===== src/rtl/perm_pkg.sv =====
package perm_pkg;

   typedef struct packed {
      logic rd;
      logic wr;
      logic ex;
   } rights_t;

   localparam logic [3:0] ERR_NONE = 4'd0;
   localparam logic [3:0] ERR_PROT = 4'd8;
   localparam logic [3:0] ERR_PRIV = 4'd12;

   localparam int ACC_IDX_LSB = 5;
   localparam int VALID_BIT   = 1;
   localparam int OVW_BIT     = 0;

endpackage


===== src/rtl/perm_rights_lut.sv =====
module perm_rights_lut
   import perm_pkg::*;
(
   input  logic [2:0] fld,
   input  logic       is_super,
   output rights_t    base,
   output logic       priv_only
);

   always_comb begin
      base = '0;
      unique case (fld)
         3'd0: base = '{rd: 1'b1, wr: 1'b0, ex: 1'b0};
         3'd1: base = '{rd: 1'b1, wr: 1'b1, ex: 1'b0};
         3'd2: base = '{rd: 1'b1, wr: 1'b0, ex: 1'b1};
         3'd3: base = '{rd: 1'b1, wr: 1'b1, ex: 1'b1};
         3'd4: base = '{rd: 1'b0, wr: 1'b0, ex: 1'b1};
         3'd5: base = '{rd: 1'b1, wr: is_super, ex: 1'b0};
         3'd6: base = '{rd: is_super, wr: 1'b0, ex: is_super};
         3'd7: base = '{rd: is_super, wr: is_super, ex: is_super};
         default: base = '0;
      endcase
   end

   // fields 6 and 7 are reserved for supervisor code
   assign priv_only = fld[2] & fld[1];

endmodule


===== src/rtl/perm_err_eval.sv =====
module perm_err_eval
   import perm_pkg::*;
(
   input  logic [2:0] acc_idx,
   input  rights_t    base,
   input  logic       priv_only,
   output logic [3:0] err
);

   logic want_wr, want_ex, want_rd, user, missing;

   assign want_wr = acc_idx[2];
   assign want_ex = acc_idx[1];
   assign user    = ~acc_idx[0];
   assign want_rd = ~want_wr & ~want_ex;

   assign missing = (want_rd & ~base.rd) | (want_wr & ~base.wr) | (want_ex & ~base.ex);

   always_comb begin
      if (user && priv_only)
         err = ERR_PRIV;
      else if (missing)
         err = ERR_PROT;
      else
         err = ERR_NONE;
   end

endmodule


===== src/rtl/fault_status_regs.sv =====
module fault_status_regs
   import perm_pkg::*;
#(
   parameter int VA_W      = 32,
   parameter int PAGE_BITS = 12,
   parameter int STAT_W    = 16
) (
   input  logic              clk,
   input  logic              rst_n,
   input  logic              rec_en,
   input  logic [STAT_W-1:0] rec_bits,
   input  logic [VA_W-1:0]   vaddr,
   input  logic              stat_rd,
   output logic [STAT_W-1:0] stat_q,
   output logic [VA_W-1:0]   far_q
);

   localparam logic [VA_W-1:0] PG_MASK = ~((VA_W'(1) << PAGE_BITS) - VA_W'(1));

   logic [STAT_W-1:0] seed;

   // an unread earlier record is replaced by the overwrite marker
   assign seed = (stat_q != '0 && !stat_rd) ? STAT_W'(1) : '0;

   always_ff @(posedge clk) begin
      if (!rst_n) begin
         stat_q <= '0;
         far_q  <= '0;
      end else if (rec_en) begin
         stat_q <= seed | rec_bits;
         far_q  <= vaddr & PG_MASK;
      end else if (stat_rd) begin
         stat_q <= '0;
      end
   end

   assert_valid_flag_R8: assert property (@(posedge clk) disable iff (!rst_n)
      rec_en |=> stat_q[VALID_BIT]);

   assert_overwrite_R8: assert property (@(posedge clk) disable iff (!rst_n)
      (rec_en && stat_q != '0 && !stat_rd) |=> stat_q[OVW_BIT]);

   assert_read_clear_R10: assert property (@(posedge clk) disable iff (!rst_n)
      (stat_rd && !rec_en) |=> (stat_q == '0));

   assert_far_hold_R9: assert property (@(posedge clk) disable iff (!rst_n)
      !rec_en |=> $stable(far_q));

   assert_far_page_R9: assert property (@(posedge clk) disable iff (!rst_n)
      rec_en |=> (far_q[VA_W-1:PAGE_BITS] == $past(vaddr[VA_W-1:PAGE_BITS])));

endmodule


===== src/rtl/perm_fault_unit.sv =====
module perm_fault_unit
   import perm_pkg::*;
#(
   parameter int VA_W        = 32,
   parameter int PAGE_BITS   = 12,
   parameter int STAT_W      = 16,
   parameter bit HAS_NOFAULT = 1'b1
) (
   input  logic              clk,
   input  logic              rst_n,
   input  logic              chk_valid,
   input  logic [2:0]        acc_field,
   input  logic              pte_mod,
   input  logic              is_write,
   input  logic              is_fetch,
   input  logic              is_super,
   input  logic [VA_W-1:0]   vaddr,
   input  logic [STAT_W-1:0] walk_code,
   input  logic              nf_mode,
   input  logic              stat_rd,
   output logic              fault,
   output logic              rd_ok,
   output logic              wr_ok,
   output logic              ex_ok,
   output logic [STAT_W-1:0] stat_q,
   output logic [VA_W-1:0]   far_q
);

   localparam int MIN_STAT_W = 10;

   if (STAT_W < MIN_STAT_W) begin : g_bad_stat_w
      $error("perm_fault_unit: STAT_W must hold index and walker fields");
   end
   if (PAGE_BITS < 1 || PAGE_BITS >= VA_W) begin : g_bad_page
      $error("perm_fault_unit: PAGE_BITS out of range");
   end

   logic [2:0]        acc_idx;
   rights_t           base, grant;
   logic              priv_only;
   logic [3:0]        err;
   logic              perm_hit, walk_hit;
   logic [STAT_W-1:0] walk_bits, code_bits, rec_bits;

   assign acc_idx = {is_write, is_fetch, is_super};

   perm_rights_lut u_lut (
      .fld       (acc_field),
      .is_super  (is_super),
      .base      (base),
      .priv_only (priv_only)
   );

   perm_err_eval u_eval (
      .acc_idx   (acc_idx),
      .base      (base),
      .priv_only (priv_only),
      .err       (err)
   );

   if (HAS_NOFAULT) begin : g_nofault
      assign perm_hit = (err != ERR_NONE) && !(nf_mode && !is_super);
   end else begin : g_strict
      logic nf_unused;
      assign nf_unused = nf_mode;
      assign perm_hit  = (err != ERR_NONE) && !nf_unused | (err != ERR_NONE);
   end

   assign walk_bits = walk_code & ~STAT_W'(3);
   assign walk_hit  = walk_bits != '0;
   assign fault     = chk_valid & (walk_hit | perm_hit);

   always_comb begin
      grant    = base;
      grant.wr = base.wr & pte_mod;
   end

   assign rd_ok = chk_valid & ~fault & grant.rd;
   assign wr_ok = chk_valid & ~fault & grant.wr;
   assign ex_ok = chk_valid & ~fault & grant.ex;

   assign code_bits = walk_hit ? walk_bits : STAT_W'(err);
   assign rec_bits  = (STAT_W'(acc_idx) << ACC_IDX_LSB) | code_bits
                      | (STAT_W'(1) << VALID_BIT);

   fault_status_regs #(
      .VA_W      (VA_W),
      .PAGE_BITS (PAGE_BITS),
      .STAT_W    (STAT_W)
   ) u_regs (
      .clk      (clk),
      .rst_n    (rst_n),
      .rec_en   (fault),
      .rec_bits (rec_bits),
      .vaddr    (vaddr),
      .stat_rd  (stat_rd),
      .stat_q   (stat_q),
      .far_q    (far_q)
   );

   assert_no_rights_on_fault_R4: assert property (@(posedge clk) disable iff (!rst_n)
      fault |-> !(rd_ok || wr_ok || ex_ok));

   assert_wr_needs_mod_R5: assert property (@(posedge clk) disable iff (!rst_n)
      wr_ok |-> pte_mod);

   assert_user_priv_R2: assert property (@(posedge clk) disable iff (!rst_n)
      (chk_valid && !is_super && acc_field[2:1] == 2'b11 && !nf_mode) |-> fault);

   assert_walker_fault_R7: assert property (@(posedge clk) disable iff (!rst_n)
      (chk_valid && walk_code[STAT_W-1:2] != '0) |-> fault);

   assert_idle_quiet_R12: assert property (@(posedge clk) disable iff (!rst_n)
      !chk_valid |-> !(fault || rd_ok || wr_ok || ex_ok));

   assert_idle_hold_R12: assert property (@(posedge clk) disable iff (!rst_n)
      (!chk_valid && !stat_rd) |=> $stable(stat_q));

endmodule


===== config.mk =====
export PLATFORM = sky130hd
export DESIGN_NAME = perm_fault_unit
export DESIGN_NICKNAME = d
export VERILOG_FILES = /design/src/rtl/perm_pkg.sv /design/src/rtl/perm_rights_lut.sv /design/src/rtl/perm_err_eval.sv /design/src/rtl/fault_status_regs.sv /design/src/rtl/perm_fault_unit.sv
export SDC_FILE = /design/constraint.sdc
export NUM_CORES = 1
export LEC_CHECK = 0
export BUFFER_PORTS_ARGS = -buffer_cell sky130_fd_sc_hd__buf_2
export CAP_MARGIN = 25
export CELL_PAD_IN_SITES_DETAIL_PLACEMENT = 1
export CELL_PAD_IN_SITES_GLOBAL_PLACEMENT = 2
export CORE_ASPECT_RATIO = 1.4
export CORE_UTILIZATION = 20
export CTS_BUF_LIST = sky130_fd_sc_hd__clkbuf_2 sky130_fd_sc_hd__clkbuf_4 sky130_fd_sc_hd__clkbuf_8
export DETAILED_ROUTE_END_ITERATION = 10
export PLACE_DENSITY_LB_ADDON = 0.1
export SETUP_SLACK_MARGIN = 0.4
export SYNTH_ARGS = -nofsm -noshare
export SYNTH_HDL_FRONTEND = slang
export SYNTH_SLANG_ARGS = --single-unit

===== constraint.sdc =====
create_clock -name clk -period 1.67 [get_ports clk]
set_input_delay 0.334 -clock clk [delete_from_list [all_inputs] [get_ports clk]]
set_output_delay 0.334 -clock clk [all_outputs]
set_load 0.05 [all_outputs]

[Word-level counts from Yosys, hierarchy flattened]
Cells that the tools add are included.
Operators by class
  equal/unequal tests: 7
  muxes and demuxes: 7
  bitwise logic cells: 23
  reduce and logical (&&, ||, !) cells: 12
Operator list (number)
  16-bit 2-to-1 mux: 3
  16-bit nonzero test: 2
  3-bit one-hot mux with 8 select lines: 1
  16-bit bitwise OR: 1
  8-bit by 16-bit bitwise OR with 16-bit output: 1
  3-bit equality test (second input constant): 4
  1-bit AND: 11
  4-bit 2-to-1 mux: 2
  1-bit NOT: 7
  3-bit by 2-bit equality test with 1-bit output (second input constant): 2
  1-bit logical AND: 4
  4-bit nonzero test: 1
  3-bit by 1-bit equality test with 1-bit output (second input constant): 1
  1-bit zero test: 3
  3-bit zero test: 1
  1-bit bitwise OR: 3
  2-bit nonzero test: 1
  1-bit 2-to-1 mux: 1
Word-level totals
  bits in registers: 36
  bits of input ports: 60
  output and inout port bits: 52
  logic and storage cells: 51

[Logic depth before layout (Yosys ltp)]
  depth after elaboration: 15
  gate-level depth with buffers: 7
  depth with buffers taken out: 6

[Modules after synthesis]
A second synthesis with hierarchy kept.
Unflattened totals
  cells, all modules: 208
  area, all modules: 1994.4 um^2
By module, submodules not included
  fault_status_regs: instances 1, cells an instance 157, area an instance 1647.8 um^2, seq. area each 720.7 um^2
  perm_fault_unit: instances 1, cells an instance 36, area an instance 242.7 um^2, seq. area each 0.0 um^2
  perm_rights_lut: instances 1, cells an instance 7, area an instance 53.8 um^2, seq. area each 0.0 um^2
  perm_err_eval: instances 1, cells an instance 8, area an instance 50.0 um^2, seq. area each 0.0 um^2

[Least setup slack after synthesis]
No wires, ideal clock.
  path kind: input port to output port
  from: input acc_field[1]
  to: output rd_ok
  data arrival time: 1909 ps
  data required time: 1336 ps
  slack: -573 ps
  stages: 5
  buffers on the path: 0
  cells stage by stage: nor2_1 and3_1 o32a_4 nand3b_1 a21oi_1
Between the ends
  word-level cells in the longest chain between the ends: 15
  elaborated cells between the ends (all ways): 28
  those cells by class: eq/ne (7); mux (3); bitwise (14); reduce/logical (4)
RTL lines
  from (decl): line perm_fault_unit.sv:12  | input logic [2:0] acc_field,
  3-bit equality test (tied with other cells): line perm_rights_lut.sv:12  | unique case (fld)
  3-bit one-hot mux with 8 select lines: line perm_rights_lut.sv:12
  1-bit NOT: line perm_err_eval.sv:17  | assign missing = (want_rd & ~base.rd) | (want_wr & ~base.wr) | (want_ex & ~base.ex);
  1-bit AND: line perm_err_eval.sv:17
  1-bit bitwise OR (2 in series): line perm_err_eval.sv:17
  4-bit 2-to-1 mux: line perm_err_eval.sv:22  | else if (missing)
  4-bit 2-to-1 mux: line perm_err_eval.sv:20  | if (user && priv_only)
  4-bit nonzero test: line perm_fault_unit.sv:62  | assign perm_hit = (err != ERR_NONE) && !(nf_mode && !is_super);
  1-bit logical AND: line perm_fault_unit.sv:62
  1-bit bitwise OR: line perm_fault_unit.sv:71  | assign fault = chk_valid & (walk_hit | perm_hit);
  1-bit AND: line perm_fault_unit.sv:71
  1-bit NOT: line perm_fault_unit.sv:78  | assign rd_ok = chk_valid & ~fault & grant.rd;
  1-bit AND: line perm_fault_unit.sv:78
  1-bit AND (*): line perm_fault_unit.sv:78
  to (decl): line perm_fault_unit.sv:22  | output logic rd_ok,
Mark *: on every way between the ends. The rest lies on a longest branch, timed or not.

[Worst setup path in the final report]
  from: input is_fetch
  to: output rd_ok
Between the ends
  word-level cells in the longest chain between the ends: 14
  elaborated cells between the ends (all ways): 15
  those cells by class: mux (2); bitwise (11); reduce/logical (2)
RTL lines
  from (decl): line perm_fault_unit.sv:15  | input logic is_fetch,
  1-bit NOT: line perm_err_eval.sv:15  | assign want_rd = ~want_wr & ~want_ex;
  1-bit AND: line perm_err_eval.sv:15
  1-bit AND: line perm_err_eval.sv:17
  1-bit bitwise OR: line perm_err_eval.sv:17
  1-bit bitwise OR (*): line perm_err_eval.sv:17
  4-bit 2-to-1 mux (*): line perm_err_eval.sv:22
  4-bit 2-to-1 mux (*): line perm_err_eval.sv:20
  4-bit nonzero test (*): line perm_fault_unit.sv:62
  1-bit logical AND (*): line perm_fault_unit.sv:62
  1-bit bitwise OR (*): line perm_fault_unit.sv:71
  1-bit AND (*): line perm_fault_unit.sv:71
  1-bit NOT (*): line perm_fault_unit.sv:78
  1-bit AND (*) (2 in series): line perm_fault_unit.sv:78
Marks and branches as above.

==> metrics.cfg <==
[routing]
drtPass1Iterations=4
routed_via_density=4.34
wl_per_cell_um=13.9
ant_nets=0
vias=1780
wirelength_um=5700
drt_iter0_markers=35
drcViolationCount=0

[critical_path]
crit_buf_inv=4
crit_fanout=3
end_kind=output pin
r2r_end=u_regs.stat_q[0]$_SDFFE_PN0P_
r2r_setup_slack_ns=0.47
crit_type=in -> out
r2r_cells=4
crit_chain=buf_8, inv_6, and3_4, o32a_4, nand3b_1, buf_6, a21oi_4, buf_6
critPathRequiredTime_ns=1.34
worst_ep_arrival_time_ns=1.55
critical_path.most_common_cell=buf_6
slowest_stage=o32a_4
cpPeakStageDelay_ns=0.34
cpLargestDelayFamily=compound AO/OA/AOI/OAI gates
worstSetupStartpointType=input pin
worstReg2RegStart=u_regs.stat_q[6]$_SDFFE_PN0P_

[floorplanning]
io_pins=112
core_sq_mm=0.00815
initial_utilization_pct=20.6
rows=39
die_w_um=79.5
dieArea_sq_mm=0.00878
dieHeight_um=110

[layout]
design_area_sq_mm=0.00294
nets=367
antenna_cells=0
fin_cells=410
drive_above_1_share_pct=48.1
area_growth_pct=75.1
post-route-util_pct=36.1
n_fill_cell=933

[placed_design]
dpl_cell_area_sq_mm=0.00242
port-buffer-count=85
dp_slack_ns=-0.404
gp_congestion=0.724
place_hpwl_um=4230
dp.cells=394

[sta]
finClkSkew_ns=0.00688
slew_viol_final=0
max_freq_mhz=530
period_share_pct=113
period_minus_slack_ns=1.89
holdWs_ns=0.284
fin_tns_setup_ns=-2.02
setup_violations=17
hold_violations=0
rsz0062_at_grt=yes
setup_ws_ns=-0.215

[clock_tree]
clock-sinks=36
numCtsBuffers=5
h-tree-depth=2
clock_latency_ns=0.29
clkTransAtPathRegs_ns=0.08
cts_hold_buf=0
clock_path_buffers=2
tritoncts=yes
clockRootBuffer=clkbuf_8

[power_and_ir_drop]
peakVddDrop_v=0.000336
powerDensity_mw_per_mm2=821
total_power_mw=2.42
power.leakage_nw=1.43

[outcome]
outcome=finished, violations left
violations=negative setup slack

[flow_run]
drv_cap=0

[global_route]
grt_antenna_before_repair=0
grt_pass1_vias=1806
grt_overflow=0
grt_pass1_wl_um=8900
grtUsageTotal_pct=13.2
grt_start_max_net_pins=35

[synthesis]
syn_area_sq_mm=0.00168
yosys_warnings=0
synth_seq_cells=36
synth_cell_type_count=28
synthesis.instances=188
seq_area_frac_synth_pct=42.9
syn_avg_cell_area_sq_um=8.94

[min_path]
min_path_cells=3
hold_path.startpoint=vaddr[20]
min_to=u_regs.far_q[20]$_SDFFE_PN0P_
hold_class=in -> reg

power breakdown:
part | leakage, nW | switching [mW] | internal, mW | total, mW
clock network | 0.0586 | 0.319 | 0.460 | 0.779
registers | 0.297 | 0.0331 | 0.910 | 0.943
logic | 1.07 | 0.422 | 0.271 | 0.693
logic make-up (layout without fill, tap and decap cells):
group,after synthesis,in the layout,share of synthesized area (%)
buf+inv,26,135,9.60
flops,36,36,42.9
simple gates,78,78,20.5
compound gates,20,20,10.7
mux,27,27,16.1
other cells,1,12,0.223
synthesized netlist by cell type:
| library cell | number | share of area (%) |
|---|---|---|
| a21boi_0 | 1 | 0.45 |
| a21oi_1 | 3 | 0.89 |
| a22oi_1 | 1 | 0.45 |
| a32o_1 | 7 | 4.2 |
| and2_1 | 1 | 0.37 |
| and3_1 | 1 | 0.37 |
| buf_4 | 13 | 5.8 |
| buf_6 | 2 | 1.3 |
| clkbuf_1 | 6 | 1.3 |
| conb_1 | 1 | 0.22 |
| dfxtp_1 | 36 | 43 |
| inv_1 | 4 | 0.89 |
| inv_2 | 1 | 0.22 |
| mux2i_1 | 27 | 16 |
| nand2_1 | 51 | 11 |
| nand2b_1 | 3 | 1.1 |
| nand3_1 | 1 | 0.30 |
| nand3b_1 | 2 | 0.89 |
| nand4_1 | 2 | 0.74 |
| nor2_1 | 7 | 1.6 |
| nor2b_1 | 3 | 1.1 |
| nor4_1 | 7 | 2.6 |
| o21ai_0 | 3 | 0.89 |
| o21ai_4 | 1 | 0.97 |
| o221a_1 | 1 | 0.67 |
| o22ai_1 | 1 | 0.37 |
| o32a_4 | 1 | 1.3 |
| o32ai_1 | 1 | 0.52 |
worst max-delay path by stage:
stage | from | depth (start not counted) | slack, ns | to
finish | is_fetch | 8 | -0.22 | rd_ok
global route | acc_field[1] | 8 | -0.24 | rd_ok
CTS | is_fetch | 8 | -0.24 | rd_ok
detailed placement | acc_field[2] | 8 | -0.40 | rd_ok
global placement | walk_code[14] | 8 | -0.40 | rd_ok
floorplan | is_super | 5 | -0.23 | rd_ok
sequential cells by signal (all words and copies together), names as in the netlist:
name and count:
u_regs.far_q 20, u_regs.stat_q 16
cell type report:
type                       instances  area [sq um]  share of cell area, %
timing repair buffer             122           995                   33.8
sequential                        36           721                   24.5
clock inverter                     2          35.0                   1.19
clock buffer                       6          76.3                   2.59
inverter                           5          26.3                  0.893
tap                              102           128                   4.34
multi-input combinational        137           962                   32.7
cells in the final DEF, fill, tap and decap left out, types with 2 or more instances in the layout:
cell       count
nand2_1       51
buf_2         48
buf_4         37
dfxtp_1       36
mux2i_1       27
buf_6         17
conb_1        12
clkbuf_4      11
a32o_1         7
clkbuf_8       5
buf_12         5
nor2_4         4
nor4_1         4
nor4_4         3
inv_1          3
o21ai_0        3
buf_8          3
nor2_1         2
nand4_1        2
nand3b_1       2
nand2b_1       2
a21oi_1        2
nor2b_1        2
bufbuf_16      2
timing repair:
action,in CTS,in global routing
endpoints found under the hold margin,0,0
setup buffers,3,3
endpoints found under the setup margin,46,56
resized for setup,50,38
cloned,2,0
pin swaps,3,8
layer usage:
layer	global-route usage (%)	vias up	wire length (um)
li1	-	862	-
met1	14.9	856	2290
met2	23.9	57	3030
met3	2.98	5	298
met4	4.36	0	75
met5	0	-	0
worst reg2reg max path, stage by stage, from the launching register on:
cell and delay (ns):
dfxtp_1 0.33, nor4_1 0.45, nand4_1 0.16, nand2_1 0.10, mux2i_1 0.06
No activity file was read; power rests on OpenSTA's default activity.
